<file path="src/rtl/circ_addr_gen.sv">
module circ_addr_gen #(
  parameter int W = 32
) (
  input  logic         clk,
  input  logic         rst_n,
  input  logic         start_i,
  input  logic         mode_i,
  input  logic [1:0]   esize_i,
  input  logic [W-1:0] pos_i,
  input  logic [W-1:0] step_i,
  input  logic [W-1:0] len_i,
  input  logic [W-1:0] base_i,
  output logic         vld_o,
  output logic [W-1:0] addr_o,
  output logic         err_o
);

  localparam int XW = W + 5;

  logic               bad_size, zero_len, over;
  logic [1:0]         sh;
  logic [W:0]         mag;
  logic [W-1:0]       off, folded_w, res;
  logic signed [XW-1:0] inc_x, len_x, sum, sum_p, sum_m, folded;

  assign bad_size = mode_i && (esize_i == 2'd3);
  assign zero_len = (len_i == '0);
  assign sh       = (mode_i && !bad_size) ? esize_i : 2'd0;

  assign mag  = step_i[W-1] ? ({1'b0, ~step_i} + {{W{1'b0}}, 1'b1}) : {1'b0, step_i};
  assign over = mag > {1'b0, len_i};

  assign inc_x = $signed({{5{step_i[W-1]}}, step_i}) <<< sh;
  assign len_x = $signed({5'b0, len_i} << sh);
  assign off   = mode_i ? (pos_i - base_i) : pos_i;

  assign sum   = $signed({5'b0, off}) + inc_x;
  assign sum_p = sum + len_x;
  assign sum_m = sum - len_x;

  assign folded   = (sum < 0) ? sum_p : ((sum >= len_x) ? sum_m : sum);
  assign folded_w = folded[W-1:0];

  assign res = bad_size ? pos_i :
               zero_len ? (mode_i ? base_i : pos_i) :
               (mode_i ? (base_i + folded_w) : folded_w);

  always_ff @(posedge clk or negedge rst_n) begin
    if (!rst_n) begin
      vld_o  <= 1'b0;
      addr_o <= '0;
      err_o  <= 1'b0;
    end else begin
      vld_o <= start_i;
      if (start_i) begin
        addr_o <= res;
        err_o  <= bad_size | zero_len | over;
      end
    end
  end

  AST_VLD_AFTER_START: assert property (@(posedge clk) disable iff (!rst_n)
    start_i |=> vld_o);
  AST_IDLE_HOLDS: assert property (@(posedge clk) disable iff (!rst_n)
    !start_i |=> (!vld_o && $stable(addr_o) && $stable(err_o)));
  AST_ZERO_LEN_FLAG: assert property (@(posedge clk) disable iff (!rst_n)
    (start_i && len_i == '0) |=> err_o);
  AST_ZERO_LEN_KEEP: assert property (@(posedge clk) disable iff (!rst_n)
    (start_i && !mode_i && len_i == '0) |=> (addr_o == $past(pos_i)));
  AST_INDEX_IN_RANGE: assert property (@(posedge clk) disable iff (!rst_n)
    (start_i && !mode_i && len_i != '0 && pos_i < len_i && !over)
      |=> (addr_o < $past(len_i) && !err_o));

endmodule

</file>
<file path="config.mk">
export PLATFORM = sky130hd
export DESIGN_NAME = circ_addr_gen
export DESIGN_NICKNAME = d
export VERILOG_FILES = /design/src/rtl/circ_addr_gen.sv
export SDC_FILE = /design/constraint.sdc
export NUM_CORES = 1
export LEC_CHECK = 0
export BUFFER_PORTS_ARGS = -buffer_cell sky130_fd_sc_hd__buf_2
export CAP_MARGIN = 5
export CORE_AREA = 2 2 202 204
export CTS_BUF_LIST = sky130_fd_sc_hd__clkbuf_16
export DETAILED_ROUTE_END_ITERATION = 6
export DIE_AREA = 0 0 204 206
export GPL_ROUTABILITY_DRIVEN = 0
export HOLD_SLACK_MARGIN = 0.15
export PLACE_DENSITY = 0.49
export SYNTH_ARGS = -nofsm -noshare
export SYNTH_HDL_FRONTEND = slang
export SYNTH_SLANG_ARGS = --single-unit
</file>
<file path="constraint.sdc">
create_clock -name clk -period 1.8 [get_ports clk]
set_input_delay 0.45 -clock clk [delete_from_list [all_inputs] [get_ports clk]]
set_output_delay 0.45 -clock clk [all_outputs]
set_load 0.005 [all_outputs]
</file>
# Yosys cells after proc, flatten, opt, wreduce, memory -nomap -nowiden
# Index checks and enable logic that the tools add are counted.
# totals
reg_bits	34
out_inout_bits	34
wordCells	31
# classes
addsub	6
magnitude_cmp	3
eq_ne	1
shift	2
mux	9
n_bitwise	3
n_reduce_logical	4
# op_table
op	n
2-to-1 mux 32 bit	7
adder 32 bit	2
subtractor 32 bit	2
adder 33 x 37 -> 37 bit	1
>= comparator 37 bit	1
less-than comparator 37 x 1 -> 1 bit, second input constant	1
<< shifter 32 x 2 -> 37 bit	1
<<< shifter 32 x 2 -> 37 bit	1
adder 32 x 1 -> 33 bit, second input constant	1
greater-than comparator 33 x 32 -> 1 bit	1
2-to-1 mux 33 bit	1
zero test 32 bit	1
inverter 32 bit	1
equality test 2 bit, second input constant	1
logical AND 1 bit	2
2-to-1 mux 2 bit	1
bitwise OR 1 bit	2
zero test 1 bit	1

# Logic depth before layout (Yosys ltp)
# depth
ltp_word	14
depth_mapped	55
mapped_depth_nobuf	50

# Worst setup path before layout
# OpenSTA, ideal clock, no wires.
# synth_timing
path_kind	input to register
startpoint	in pos_i[0]
endpoint	reg addr_o[21]
setup_ps	126
arrival_time_ps	10048
t_required_ps	1674
slack_ps	-8374
path_stages	45
n_path_buf	3
path_cell_list	inv_1 -> ha_1 -> fa_1 -> nor2b_1 -> o21ai_0 -> a21boi_0 -> o31a_1 -> o31a_1 -> a211oi_1 -> xnor2_1 -> mux2_2 -> ha_1 -> a21oi_1 -> o211ai_1 -> a221o_1 -> a31o_2 -> a21boi_0 -> nor2_1 -> [9 not listed] -> a311o_1 -> buf_6 -> nand2b_1 -> buf_2 -> buf_1 -> nor2_1 -> nor2_1 -> ha_1 -> o21a_1 -> a2111oi_0 -> o31a_1 -> o21ai_0 -> a31o_2 -> a21oi_1 -> o21ai_0 -> xor2_1 -> mux4_2 -> a221o_1
# synth_via
elab_chain_len	10
elab_cells_between_ends	13
classes_between	add/sub: 5; order compare: 2; mux: 6
# synth_lines
element	line	rtl
start: declaration	9	input logic [W-1:0] pos_i,
subtractor 32 bit	35	assign off = mode_i ? (pos_i - base_i) : pos_i;
2-to-1 mux 32 bit *	35	
adder 33 x 37 -> 37 bit *	37	assign sum = $signed({5'b0, off}) + inc_x;
subtractor 32 bit or >= comparator 37 bit (tied branches)	39, 41	
2-to-1 mux 32 bit	41	assign folded = (sum < 0) ? sum_p : ((sum >= len_x) ? sum_m : sum);
2-to-1 mux 32 bit *	41	
adder 32 bit	46	(mode_i ? (base_i + folded_w) : folded_w);
2-to-1 mux 32 bit *	46	
2-to-1 mux 32 bit *	45	zero_len ? (mode_i ? base_i : pos_i) :
2-to-1 mux 32 bit *	44	assign res = bad_size ? pos_i :
end signal: assignment	56	addr_o <= res;
end: declaration	14	output logic [W-1:0] addr_o,
# Every way passes the cells marked *; elsewhere a longest branch is shown, timed or not.
# A chain may end at the register's enable or synchronous reset.

# Final worst setup path
# layout_timing
startpoint	in base_i[4]
endpoint	reg addr_o[27]
# layout_via
elab_chain_len	10
elab_cells_between_ends	13
classes_between	add/sub: 5; order compare: 2; mux: 6
# layout_lines
element	line	rtl
start: declaration	12	input logic [W-1:0] base_i,
subtractor 32 bit	35	
2-to-1 mux 32 bit	35	
adder 33 x 37 -> 37 bit	37	
subtractor 32 bit or >= comparator 37 bit (tied branches)	39, 41	
2-to-1 mux 32 bit (2 in series)	41	
adder 32 bit	46	
2-to-1 mux 32 bit *	46	
2-to-1 mux 32 bit *	45	
2-to-1 mux 32 bit *	44	
# Marked as above.

==> results.py <==
metrics = {
    "status": {
        "outcome": "finished with violations",
        "violations": "setup timing",
    },
    "power": {
        "p_leak_nw": 11.50,
        "intPower_mw": 19.24,
        "switching_power_mw": 16.50,
        "switching_share": 0.4617,
        "clkPwrFrac": 0.023,
        "power_density_nw_per_um2": 1554,
        "sequentialPowerShare": 0.037,
        "ir_worst_vdd_uv": 691.9,
        "pwr-share-comb": 0.940,
    },
    "critical_path": {
        "critPathSlowestCell": "or4_4",
        "cp.required_ps": 1970,
        "rrSetupSlack_ps": 810,
        "cp_max_fo": 6,
        "critPathMaxStageDelay_ps": 540,
        "crit_path_end_kind": "flip-flop",
        "cp-start-kind": "input pin",
        "path_class": "in -> reg",
        "worstPathArrival_ps": 9660,
        "cp_common_cell": "a21oi_2",
    },
    "logic_synthesis": {
        "synth_cells": 2010,
        "synth_flop_cell": "dfrtp_1",
        "synth_seq_area_share": 0.06152,
        "synth_area_sq_um": 13830,
        "ys_ff_latch": 34,
        "synth_cell_types": 90,
        "synth_edf_count": 0,
        "synth_fp_nets": 2345,
        "syn_avg_cell_area_sq_um": 6.880,
        "ys_warn_count": 0,
        "async_reset_ff_frac": 1.000,
    },
    "layout": {
        "n_antenna_cell": 0,
        "drive_above_1_share": 0.4314,
        "stdcell_count": 3476,
        "layout.cells.most_common": "buf_4",
        "fin_nets": 3278,
        "area.growth.synth_to_final_pct": 66.28,
        "mostFrequentLayoutCells": "buf_4, nor2_1, ha_1",
    },
    "route": {
        "drtIter0Drc": 1323,
        "via_per_inst": 5.385,
        "firstDrtPassIters": 5,
        "drt_wl_total_um": 63670,
        "dr.max_layer_used": "met4",
        "route.met2.wl_um": 27600,
        "m1WireLength_um": 30240,
        "avgRoutedWirePerCell_um": 18.32,
        "drc": 0,
        "num_vias": 18720,
        "route.met3.wl_um": 4367,
        "drtAntennaViolNets": 0,
    },
    "sta": {
        "worst_pin_slew_ps": 624.4,
        "fin_crit_sh": 5.271,
        "period_needed_ps": 9488,
        "maxSlewViolCount": 0,
        "fmax_ghz": 0.1054,
        "fin_skew_ps": 0,
        "rsz0062_at_grt": "yes",
        "layout_setup_ws_ps": -7688,
        "max_slew_margin": 0.5802,
        "finalHoldViolCount": 0,
        "setup_viol": 33,
    },
    "floorplan": {
        "die_h_um": 206,
        "fp.dieW_um": 204,
        "core_sq_um": 40180,
        "rows": 74,
        "io_pins": 168,
        "dieArea_sq_um": 42020,
        "start_util": 0.3442,
    },
    "clock_tree": {
        "clk_pin_slew_ps": 60,
        "numCtsBuffers": 5,
        "clock_latency_ps": 290,
        "cts_tree": "done",
        "clock_path_buffers": 2,
        "cts_max_level": 2,
        "cts_sinks": 34,
        "ctsHoldBuffers": 0,
        "cts-root-buf": "clkbuf_16",
    },
    "global_route": {
        "grt_pass1_wl_um": 96370,
        "grt_pass1_vias": 17640,
        "grt-ovfl-total": 0,
        "grt_max_degree": 61,
        "antenna_found_initial": 0,
        "grt_usage": 0.2912,
    },
    "place": {
        "port_buffers": 167,
        "placed_cells": 3416,
        "place_ws_ps": -8723,
        "hpwl_um": 54010,
    },
    "hold_path": {
        "hold_path.class": "in -> async",
    },
    "job": {
        "max_cap_viol_count": 0,
    },
}
-- flip-flops by register name (all words and copies together), names as in the netlist --
name,count
err_o,1
addr_o,32
vld_o,1
-- layer usage --
| layer | track usage | vias up |
|---|---|---|
| li1 | - | 9275 |
| met1 | 0.4203 | 8706 |
| met2 | 0.4683 | 664 |
| met3 | 0.02302 | 73 |
| met4 | 0.06781 | 0 |
| met5 | 0 | - |
-- through the flow --
| stage | setup TNS, ps | area, sq um | hold slack, ps | total power, mW | util |
|---|---|---|---|---|---|
| after detailed placement | -254570 | 21460 | 460.6 | 30.34 | 0.5340 |
| final | -228920 | 23000 | 188.0 | 35.75 | 0.5723 |
| after CTS | -226040 | 22340 | 203.1 | 33.21 | 0.5560 |
| after global routing | -240410 | 23000 | 230.1 | 38.43 | 0.5723 |
| after global placement | -247760 | 21460 | 463.5 | 29.90 | 0.5340 |
| after floorplan | -213840 | 14290 | 154.4 | 17.14 | - |
-- layout make-up --
| class | instances | area, sq um |
|---|---|---|
| fillers | 3765 | 17190 |
| multi-input cells | 1715 | 13160 |
| repair buffers | 1028 | 7574 |
| flip-flops and latches | 34 | 850.8 |
| well taps | 532 | 665.6 |
| inverters | 159 | 609.3 |
| clock buffers | 5 | 125.1 |
| clock inverters | 3 | 16.27 |
-- path summary, 6_finish.rpt --
kind / cells after the start / startpoint / to
min in group clk: 1 / start_i / vld_o$_DFF_PN0_
max: 43 / base_i[4] / addr_o[27]$_DFFE_PN0P_
min reg2reg: 2 / addr_o[17]$_DFFE_PN0P_ / addr_o[17]$_DFFE_PN0P_
min: 2 / rst_n / addr_o[4]$_DFFE_PN0P_
max in group asynchronous: 2 / rst_n / addr_o[24]$_DFFE_PN0P_
max reg2reg: 3 / addr_o[30]$_DFFE_PN0P_ / addr_o[30]$_DFFE_PN0P_
-- timing repair --
action / in CTS / in global routing
endpoints found under the setup margin: 33 / 33
gates cloned: 0 / 0
resized for setup: 121 / 89
pin swaps: 129 / 114
buffers inserted: 30 / 28
-- synthesized netlist by cell type, types with 35 or more instances --
library cell | n | area, sq um
inv_1 | 154 | 578.1
nand2_1 | 171 | 641.9
nor3_1 | 36 | 180.2
nor2_1 | 190 | 713.2
xnor2_1 | 90 | 788.3
o21bai_1 | 35 | 262.8
a31oi_1 | 40 | 250.2
a21o_1 | 64 | 480.5
o21ai_0 | 104 | 520.5
clkbuf_1 | 80 | 300.3
ha_1 | 196 | 2452
o21a_1 | 36 | 270.3
a21oi_1 | 211 | 1056
-- cells by family (layout without fill, tap and decap cells) --
| kind of cell | Yosys count | in the layout | share of synthesized area |
|---|---|---|---|
| mux | 44 | 44 | 0.03764 |
| flops | 34 | 34 | 0.06152 |
| simple gates | 590 | 590 | 0.1994 |
| buf+inv | 261 | 1195 | 0.07355 |
| xor+xnor | 119 | 119 | 0.07536 |
| compound gates | 760 | 760 | 0.3677 |
| fa+ha+maj | 201 | 201 | 0.1846 |
| other cells | 1 | 1 | 0.0002712 |
-- power by group through the flow --
stage	Combinational [mW]	Clock (mW)	Sequential [mW]
CTS	31.0	0.841	1.33
floorplan	15.8	0	1.35
finish	33.6	0.832	1.32
global placement	28.6	0	1.33
detailed placement	29.0	0	1.34
global route	36.2	0.880	1.37
-- critical path: cells and delay by family --
kind	cells	cell delay, ps
compound gates	21	4440
simple gates	8	1990
fa+ha+maj	4	1130
mux	3	940
buf+inv	4	390
xor+xnor	3	320
Power figures use the tool's default switching activity.
